File: config.mk
export PLATFORM = sky130hd
export DESIGN_NAME = page_verify_counter
export DESIGN_NICKNAME = d
export VERILOG_FILES = /design/src/rtl/pvc_pkg.sv /design/src/rtl/pvc_pattern_gen.sv /design/src/rtl/pvc_mismatch.sv /design/src/rtl/pvc_accum.sv /design/src/rtl/page_verify_counter.sv
export SDC_FILE = /design/constraint.sdc
export NUM_CORES = 1
export LEC_CHECK = 0
export ABC_AREA = 1
export BUFFER_PORTS_ARGS = -buffer_cell sky130_fd_sc_hd__buf_4
export CORE_AREA = 2 2 121 76
export CTS_CLUSTER_DIAMETER = 60
export CTS_CLUSTER_SIZE = 25
export DETAILED_ROUTE_END_ITERATION = 6
export DIE_AREA = 0 0 123 78
export PLACE_DENSITY = 0.76
export SYNTH_ARGS = -nofsm -noshare
export SYNTH_HDL_FRONTEND = slang
export SYNTH_SLANG_ARGS = --single-unit
File: constraint.sdc
create_clock -name clk -period 10.3 [get_ports clk]
set_input_delay 1.03 -clock clk [delete_from_list [all_inputs] [get_ports clk]]
set_output_delay 1.03 -clock clk [all_outputs]
set_load 0.05 [all_outputs]
File: src/rtl/pvc_pkg.sv
package pvc_pkg;
  typedef enum logic {CHK_ERASE = 1'b0, CHK_PROGRAM = 1'b1} chk_mode_e;

  parameter int LFSR_W = 32;
  parameter logic [LFSR_W-1:0] LFSR_POLY = 32'h80200003;

  // Advance the right-shifting Galois generator by a number of single steps.
  function automatic logic [LFSR_W-1:0] lfsr_advance(input logic [LFSR_W-1:0] s,
                                                     input int steps);
    logic [LFSR_W-1:0] r;
    r = s;
    for (int k = 0; k < steps; k++) begin
      r = (r >> 1) ^ (r[0] ? LFSR_POLY : '0);
    end
    return r;
  endfunction
endpackage

File: src/rtl/pvc_pattern_gen.sv
module pvc_pattern_gen #(
  parameter int DATA_W = 8
) (
  input  logic                      clk,
  input  logic                      rst_n,
  input  logic                      load_i,
  input  logic                      adv_i,
  input  logic                      mode_i,
  input  logic                      rand_i,
  input  logic [DATA_W-1:0]         fixed_i,
  input  logic [pvc_pkg::LFSR_W-1:0] seed_i,
  output logic [DATA_W-1:0]         exp_o
);
  import pvc_pkg::*;

  logic [LFSR_W-1:0] state_q;
  chk_mode_e         mode_q;
  logic              rand_q;
  logic [DATA_W-1:0] fixed_q;

  always_ff @(posedge clk or negedge rst_n) begin
    if (!rst_n) begin
      state_q <= '0;
      mode_q  <= CHK_ERASE;
      rand_q  <= 1'b0;
      fixed_q <= '0;
    end else if (load_i) begin
      state_q <= seed_i;
      mode_q  <= chk_mode_e'(mode_i);
      rand_q  <= rand_i;
      fixed_q <= fixed_i;
    end else if (adv_i) begin
      state_q <= lfsr_advance(state_q, DATA_W);
    end
  end

  always_comb begin
    if (mode_q == CHK_ERASE)  exp_o = '1;
    else if (rand_q)          exp_o = state_q[DATA_W-1:0];
    else                      exp_o = fixed_q;
  end

  AST_LFSR_NONZERO: assert property (@(posedge clk) disable iff (!rst_n)
    (state_q != '0 && !load_i) |=> (state_q != '0));
  AST_LFSR_FROZEN: assert property (@(posedge clk) disable iff (!rst_n)
    (!adv_i && !load_i) |=> $stable(state_q));
endmodule

File: src/rtl/pvc_mismatch.sv
module pvc_mismatch #(
  parameter int DATA_W = 8,
  localparam int NB_W = $clog2(DATA_W + 1)
) (
  input  logic [DATA_W-1:0] data_i,
  input  logic [DATA_W-1:0] exp_i,
  output logic [NB_W-1:0]   nbits_o,
  output logic              any_o
);
  function automatic logic [NB_W-1:0] ones_of(input logic [DATA_W-1:0] v);
    logic [NB_W-1:0] n;
    n = '0;
    for (int k = 0; k < DATA_W; k++) n = n + NB_W'(v[k]);
    return n;
  endfunction

  logic [DATA_W-1:0] diff;
  assign diff    = data_i ^ exp_i;
  assign nbits_o = ones_of(diff);
  assign any_o   = |diff;
endmodule

File: src/rtl/pvc_accum.sv
module pvc_accum #(
  parameter int BIT_W  = 15,
  parameter int BYTE_W = 12,
  parameter int NB_W   = 4
) (
  input  logic              clk,
  input  logic              rst_n,
  input  logic              start_i,
  input  logic              take_i,
  input  logic              last_i,
  input  logic [NB_W-1:0]   nbits_i,
  input  logic              any_i,
  output logic              armed_o,
  output logic              done_o,
  output logic              pass_o,
  output logic [BIT_W-1:0]  bit_o,
  output logic [BYTE_W-1:0] byte_o
);
  logic [BIT_W-1:0]  bit_q, bit_next;
  logic [BYTE_W-1:0] byte_q, byte_next;
  logic [BIT_W:0]    bit_sum;
  logic              armed_q, done_q, pass_q;

  always_comb begin
    bit_sum   = {1'b0, bit_q} + (BIT_W+1)'(nbits_i);
    bit_next  = bit_sum[BIT_W] ? '1 : bit_sum[BIT_W-1:0];
    byte_next = (any_i && byte_q != '1) ? byte_q + 1'b1 : byte_q;
  end

  always_ff @(posedge clk or negedge rst_n) begin
    if (!rst_n) begin
      bit_q   <= '0;
      byte_q  <= '0;
      armed_q <= 1'b0;
      done_q  <= 1'b0;
      pass_q  <= 1'b0;
    end else if (start_i) begin
      bit_q   <= '0;
      byte_q  <= '0;
      armed_q <= 1'b1;
      done_q  <= 1'b0;
      pass_q  <= 1'b0;
    end else begin
      done_q <= 1'b0;
      if (take_i) begin
        bit_q  <= bit_next;
        byte_q <= byte_next;
        if (last_i) begin
          armed_q <= 1'b0;
          done_q  <= 1'b1;
          pass_q  <= (bit_next == '0);
        end
      end
    end
  end

  assign armed_o = armed_q;
  assign done_o  = done_q;
  assign pass_o  = pass_q;
  assign bit_o   = bit_q;
  assign byte_o  = byte_q;

  AST_CLEAR_ON_START: assert property (@(posedge clk) disable iff (!rst_n)
    start_i |=> (bit_q == '0 && byte_q == '0 && !done_q && !pass_q));
  AST_DONE_PULSE: assert property (@(posedge clk) disable iff (!rst_n)
    done_q |=> !done_q);
  AST_PASS_AT_DONE: assert property (@(posedge clk) disable iff (!rst_n)
    done_q |-> (pass_q == (bit_q == '0)));
  AST_BYTE_NOT_ABOVE_BIT: assert property (@(posedge clk) disable iff (!rst_n)
    (BIT_W'(byte_q) <= bit_q));
  AST_IDLE_HOLD: assert property (@(posedge clk) disable iff (!rst_n)
    (!take_i && !start_i) |=> ($stable(bit_q) && $stable(byte_q)));
  AST_NO_WRAP: assert property (@(posedge clk) disable iff (!rst_n)
    (take_i && !start_i) |=> (bit_q >= $past(bit_q) && byte_q >= $past(byte_q)));
endmodule

File: src/rtl/page_verify_counter.sv
module page_verify_counter #(
  parameter int DATA_W     = 8,
  parameter int PAGE_BYTES = 2112,
  localparam int BIT_W  = $clog2(PAGE_BYTES * DATA_W + 1),
  localparam int BYTE_W = $clog2(PAGE_BYTES + 1)
) (
  input  logic                       clk,
  input  logic                       rst_n,
  input  logic                       start_i,
  input  logic                       chk_mode_i,
  input  logic                       pat_rand_i,
  input  logic [DATA_W-1:0]          fixed_byte_i,
  input  logic [pvc_pkg::LFSR_W-1:0] seed_i,
  input  logic [DATA_W-1:0]          data_i,
  input  logic                       valid_i,
  input  logic                       last_i,
  output logic                       done_o,
  output logic                       pass_o,
  output logic [BIT_W-1:0]           bit_err_o,
  output logic [BYTE_W-1:0]          byte_err_o
);
  localparam int NB_W = $clog2(DATA_W + 1);

  logic              armed;
  logic              take;
  logic [DATA_W-1:0] exp_byte;
  logic [NB_W-1:0]   nbits;
  logic              any_diff;

  assign take = valid_i && armed && !start_i;

  pvc_pattern_gen #(.DATA_W(DATA_W)) u_pat (
    .clk(clk), .rst_n(rst_n), .load_i(start_i), .adv_i(take),
    .mode_i(chk_mode_i), .rand_i(pat_rand_i), .fixed_i(fixed_byte_i),
    .seed_i(seed_i), .exp_o(exp_byte)
  );

  pvc_mismatch #(.DATA_W(DATA_W)) u_cmp (
    .data_i(data_i), .exp_i(exp_byte), .nbits_o(nbits), .any_o(any_diff)
  );

  pvc_accum #(.BIT_W(BIT_W), .BYTE_W(BYTE_W), .NB_W(NB_W)) u_acc (
    .clk(clk), .rst_n(rst_n), .start_i(start_i), .take_i(take),
    .last_i(last_i), .nbits_i(nbits), .any_i(any_diff), .armed_o(armed),
    .done_o(done_o), .pass_o(pass_o), .bit_o(bit_err_o), .byte_o(byte_err_o)
  );

  AST_UNARMED_NO_DONE: assert property (@(posedge clk) disable iff (!rst_n)
    (!armed && !start_i) |=> !done_o);
endmodule

==> impl_metrics.ini, run 1 <==
[status]
status = completed

[logic_synthesis]
synth_edf_count = 0
synthSimpleGateAreaFrac = 0.261
avgSynthCellArea_um2 = 7.92
synthAdderAreaFrac = 0.0483
synth_warnings = 0
synth.area.top_cells = dfrtp_1, nand2_1, inv_1, nand3_1, xor2_1
synth_compound_area_frac = 0.106
synth-main-ff-cell = dfrtp_1
synth-seq-area-share = 0.409
synth-seq-cells = 72
synth_nets = 625
yosysTopAreaCell = dfrtp_1
synthesis.area_um2 = 4400
async_flop_share = 1.00
synth-xor-area-share = 0.0886
muxShareOfSynthArea = 0.00455
yosysUniqueCellTypes = 39
syn_inst = 556
synth_top_family_by_area = simple AND/OR/NAND/NOR gates
synth_top_area_share = 0.409

[critical_path]
cp_max_fo = 14
reg2reg_from = u_pat.rand_q
cp_common_cell = nand2_1
endpoint_kind = flip-flop
cpPeakStageDelay_ns = 0.53
cp_slowest_cell = fa_1
required_ns = 10.57
reg2reg_slack_ns = 4.88
crit_path_start_kind = flip-flop
critPathCapture = u_acc.pass_o
critPathArrivalTime_ns = 5.70
path_class = reg2reg
crit_start = u_pat.rand_q
r2r_end = u_acc.pass_o
crit_path_cell_trace = a21oi_1 > o21ai_0 > xnor2_1 > ha_1 > fa_1 > inv_1 > fa_1 > fa_1 > fa_1 > xnor2_1 > ha_1 > a21oi_1 > nand2_1 > nand2_1 > nand2_1 > nand3_1 > nand2_1 > nor3_1 > nand3_1 > nor2_1 > nand2_1 > nand2_1
worstRegToRegCells = 22

[power]
p_leak_nw = 2.74
p_per_area_nw_per_um2 = 192
p_total_w = 0.00103
ir_drop_uv = 88.7

[timing]
rsz0062_at_grt = false
period_share = 0.527
timing.fmax_ghz = 0.184
final-setup-viol-count = 0
post-route-min-period_ns = 5.42
hold_viol = 0
relSlewSlack = 0.393
slew_viol_final = 0
timing.hold.ws_ns = 0.479
worst_pin_slew_ns = 0.910
clock_skew_ns = 0.00573
setup_tns_ns = 0

[placement]
place_hpwl_mm = 8.30
placed_area_um2 = 5060
dp.cells = 731
io_buffer_count = 83
gp_congestion = 0.913

[clock_tree]
clockRootBuffer = clkbuf_16
cts_resized = 0
cts_tree = yes
holdBufCountCts = 0
post_cts_buffers = 0
numCtsBuffers = 9
htree_levels = 3
cts.clk_slew.worst_paths_ns = 0.06
clkSinkCount = 72
worstSkewPairLatency_ns = 0.33
clockBufferDepth = 2

[run]
drv_cap = 0

[routing]
drc = 0
wirelength_mm = 11.7
detail_route.vias_per_cell = 5.37
routedWlPerCell_um = 15.7
first_pass_iters = 5
dr.first_iter.drc_count = 361
final_antenna_net_count = 0
via_count = 4005

[layout]
stdcell_count = 746
fin_nets = 699
area_delta_synth_final_pct = 21.2
regArea_um2 = 1800
multiInputGateArea_um2 = 2240
drive_gt1_frac = 0.183
diodes = 0
finalInstanceArea_um2 = 5340
nFillCells = 740

[floorplan]
die_x_um = 123
die_y_um = 78
start_util = 0.525
coreArea_um2 = 8390
die_area_um2 = 9590
rows = 26
ios = 84

[global_route]
grt_overflow = 0
grt_util_all_layers = 0.257
grt_max_degree = 73
antenna_found_initial = 0
grt_pass1_wl_mm = 18.8
grt_pass1_vias = 3611

[min_path]
hold_start = u_pat.state_q[21]
min_path_type = reg2reg
## placed cells by master (no fill, tap or decap), drive strengths merged, types with 2 or more instances in the layout
master	count
dfrtp	72
a21oi	11
o211ai	12
a22oi	4
fa	5
mux2i	2
o221ai	8
a22o	4
xnor3	2
nand2	179
o21ai	30
ha	9
nor2	31
buf	85
o22ai	3
xor2	23
clkbuf	13
nand3b	2
nor3	8
nand3	41
nand4	7
xnor2	13
inv	63
clkinv	2
## flip-flops by register name, summed over array words and instances (netlist names)
name and count:
u_pat.fixed_q 8, u_acc.pass_o 1, u_pat.mode_q 1, u_acc.byte_o 12, u_acc.armed_o 1, u_acc.bit_o 15, u_pat.rand_q 1, u_acc.done_o 1
u_pat.state_q 32
## Yosys cell counts, types with 2 or more instances
cell	count
ha_1	9
nand2_2	7
xnor2_1	10
nand3b_1	2
o221ai_1	8
xnor2_2	3
dfrtp_1	72
xor2_1	22
clkbuf_1	12
a21oi_1	11
inv_2	2
buf_1	2
o21ai_0	30
fa_1	5
a22o_1	4
nor2_1	30
buf_2	3
nand2_1	171
a22oi_1	4
o22ai_1	3
o211ai_1	12
nor3_1	7
mux2i_1	2
xnor3_1	2
buf_6	4
nand3_1	41
nand4_1	6
inv_1	61
## per-layer routing
metal	track usage	vias up	share of wire
met5	0	-	0
met4	0.0591	0	0.0085
met3	0.0669	12	0.075
met2	0.357	151	0.42
met1	0.396	1890	0.49
li1	-	1952	-
## kinds of logic (layout without fill, tap and decap cells)
group / after synthesis / after routing
AOI/OAI and AO/OA: 74 / 74
xor gates and xnor gates: 38 / 38
adders and majority gates: 14 / 14
buffers and inverters: 85 / 163
DFF: 72 / 72
muxes: 2 / 2
and+or+nand+nor: 271 / 271
## report_power, final
part | internal (W) | switching [W] | leakage [nW]
clock network | 0.000181 | 0.000114 | 0.142
logic | 0.000146 | 0.000239 | 1.68
registers | 0.000316 | 0.0000312 | 0.922
## how the worst min path moves through the flow
stage                             end  slack, ns  cells after the start
CTS                  u_pat.fixed_q[6]       0.48                      2
global route         u_pat.fixed_q[6]       0.50                      2
finish              u_pat.state_q[13]       0.48                      2
global placement     u_pat.fixed_q[4]       0.46                      2
floorplan               u_acc.armed_o       0.44                      2
detailed placement   u_pat.fixed_q[6]       0.47                      2
## area by class of cell
| class | count | area share |
|---|---|---|
| Clock inverter | 2 | 0.00258 |
| Inverter | 63 | 0.0443 |
| Clock buffer | 13 | 0.0506 |
| Sequential cell | 72 | 0.337 |
| Multi-Input combinational cell | 399 | 0.419 |
| Tap cell | 112 | 0.0262 |
| Timing Repair Buffer | 85 | 0.119 |
## worst max-delay path: cells and delay by family, from the launching register on
kind / cells / cell delay, ns
buffers and inverters: 1 / 0.06
DFF: 1 / 0.52
xor gates and xnor gates: 2 / 0.33
AOI/OAI and AO/OA: 3 / 0.53
adders and majority gates: 6 / 2.56
and+or+nand+nor: 10 / 1.37
## through the flow
step / util / setup WS [ns]
floorplan: - / 5.24
global placement: 0.602 / 4.88
detailed placement: 0.602 / 4.66
CTS: 0.636 / 4.88
global route: 0.636 / 4.56
finish: 0.636 / 4.88
No activity file was read; power rests on OpenSTA's default activity.
==> run 2, diff against run 1 <==
--- a/config.mk
+++ b/config.mk
@@ -7,12 +7,12 @@
 export LEC_CHECK = 0
 export ABC_AREA = 1
 export BUFFER_PORTS_ARGS = -buffer_cell sky130_fd_sc_hd__buf_4
-export CORE_AREA = 2 2 121 76
+export CORE_AREA = 2 2 123 77
 export CTS_CLUSTER_DIAMETER = 60
 export CTS_CLUSTER_SIZE = 25
 export DETAILED_ROUTE_END_ITERATION = 6
-export DIE_AREA = 0 0 123 78
-export PLACE_DENSITY = 0.76
+export DIE_AREA = 0 0 125 79
+export PLACE_DENSITY = 0.77
 export SYNTH_ARGS = -nofsm -noshare
 export SYNTH_HDL_FRONTEND = slang
 export SYNTH_SLANG_ARGS = --single-unit
==> constraint.sdc (replaced) <==
create_clock -name clk -period 4.8 [get_ports clk]
set_input_delay 0.48 -clock clk [delete_from_list [all_inputs] [get_ports clk]]
set_output_delay 0.48 -clock clk [all_outputs]
set_load 0.05 [all_outputs]
==> run 2 against run 1 <==
Net effect:
- sequential cell count stayed put
- clock skew up 0.0018 ns
- critical path depth increased by 1
- critical path type unchanged
- cell count up 3.2%
- highest routed layer unchanged
- hold slack got worse by 0.19 ns
- largest power group unchanged
- die area is 2.9% higher
- wire length rose by 4.5%
- sequential share of layout area fell by 1.7 points
- count of clock-buffer cells in the layout increased by 1
- sequential power rose by 110%
- worst setup slack got worse by 4.7 ns
==> impl_metrics.ini, run 2 (synthesis results as in run 1) <==
[status]
status = completed

[layout]
regArea_um2 = 1800
final_cell_mix = nand2_1, buf_4, dfrtp_1
final_common_cell = nand2_1
fin_nets = 718
multiInputGateArea_um2 = 2340
diodes = 0
utilization = 0.635
largest_register_ffs = 32
nFillCells = 762
drive_gt1_frac = 0.249
area_delta_synth_final_pct = 27.6
top_register = u_pat.state_q

[timing]
hold_viol = 0
setup_tns_ns = 0
worst_pin_slew_ns = 0.931
relSlewSlack = 0.379
post-route-min-period_ns = 4.64
final-setup-viol-count = 0
slew_viol_final = 0
rsz0062_at_grt = true
period_share = 0.967
timing.fmax_ghz = 0.215
clock_skew_ns = 0.00758
fin_ws_ns = 0.158

[routing]
first_pass_iters = 5
wirelength_mm = 12.2
drc = 0
dr.first_iter.drc_count = 521
final_antenna_net_count = 0
routedWlPerCell_um = 15.9
via_count = 4133
detail_route.vias_per_cell = 5.37

[critical_path]
cp_slowest_cell = fa_1
path_class = reg2reg
reg2reg_from = u_pat.rand_q
crit_path_cell_trace = a21oi_2 > o21ai_2 > xnor2_2 > ha_1 > fa_1 > inv_1 > fa_1 > fa_2 > fa_2 > xnor2_1 > ha_1 > buf_6 > nand3b_1 > nand2_2 > buf_4 > xor2_1 > inv_1 > nand2_1 > nor2_1 > nand3_1 > nor2_1 > nand2_1 > nand2_1
cp_num_buf_inv = 4
endpoint_kind = flip-flop
required_ns = 5.08
crit_path_start_kind = flip-flop
cp_common_cell = nand2_1
cpPeakStageDelay_ns = 0.51
cp_max_fo = 6
crit_family = adder cells
critPathArrivalTime_ns = 4.92
crit_start = u_pat.rand_q

[floorplan]
rows = 27
die_x_um = 125
ios = 84
coreArea_um2 = 8850
die_area_um2 = 9880
start_util = 0.498
die_y_um = 79

[placement]
io_buffer_count = 83
gp_congestion = 0.885
place_hpwl_mm = 8.36
pre_cts_slack_ns = -0.363

[clock_tree]
numCtsBuffers = 9
clockBufferDepth = 2
clkSinkCount = 72
htree_levels = 3
cts.clk_slew.worst_paths_ns = 0.06
clockRootBuffer = clkbuf_16
cts_tree = yes
worstSkewPairLatency_ns = 0.34

[power]
p_leak_nw = 2.90
ir_drop_uv = 209
p_total_w = 0.00235
p_per_area_nw_per_um2 = 418

[global_route]
grt_overflow = 0
grt_max_degree = 73
grt_pass1_vias = 3962
antenna_found_initial = 0
grt_util_all_layers = 0.252
grt_pass1_wl_mm = 19.7

[run]
drv_cap = 0

[min_path]
min_path_type = in2async
run 2: worst paths after layout:
path                            slack (ns)  cells after the start                 to
worst max-delay path                  0.16                     23       u_acc.pass_o
worst min-delay path                  0.29                      1    u_acc.bit_o[13]
worst max register to register        0.16                     23       u_acc.pass_o
worst min register to register        0.47                      2  u_pat.state_q[11]
max in group asynchronous             3.86                      1       u_pat.rand_q
min in group clk                      0.35                      3   u_pat.fixed_q[3]
run 2: final cells by class:
type,count,share of cell area
clock buffer,14,0.0523
clock inverter,2,0.00178
inverter,63,0.0421
multi-input combinational,399,0.417
sequential,72,0.321
tap,116,0.0258
timing repair buffer,104,0.140
run 2: timing repair:
item | CTS | global route
setup endpoints to repair | 14 | 14
hold buffers | 0 | 0
buffers inserted | 4 | 3
resized for setup | 14 | 21
pin swaps | 13 | 13
cloned | 0 | 0
run 2: stage by stage:
step,cell area [um^2],std cells,hold slack (ns)
global placement,5160,748,0.455
global route,5620,770,0.365
detailed placement,5160,748,0.461
finish,5620,770,0.290
CTS,5520,767,0.332
floorplan,4400,556,0.184
run 2: report_power, final:
part / internal (W) / switching, W
clock: 0.000419 / 0.000258
sequential: 0.000679 / 0.0000589
combinational: 0.000400 / 0.000538
run 2: worst register-to-register path, delay by kind of cell (launching register included):
family                   cells  cell delay [ns]
AO/OA/AOI/OAI                2             0.27
adder cells (fa/ha/maj)      6             2.32
flip-flops                   1             0.45
AND/OR/NAND/NOR              8             0.70
XOR/XNOR                     3             0.42
buffers and inverters        4             0.41
run 2: routing by layer:
metal	up-vias	track usage	part of all wire
met5	-	0	0
met1	1959	0.368	0.47
met3	19	0.0600	0.073
met2	168	0.380	0.44
li1	1987	-	-
met4	0	0.0667	0.013
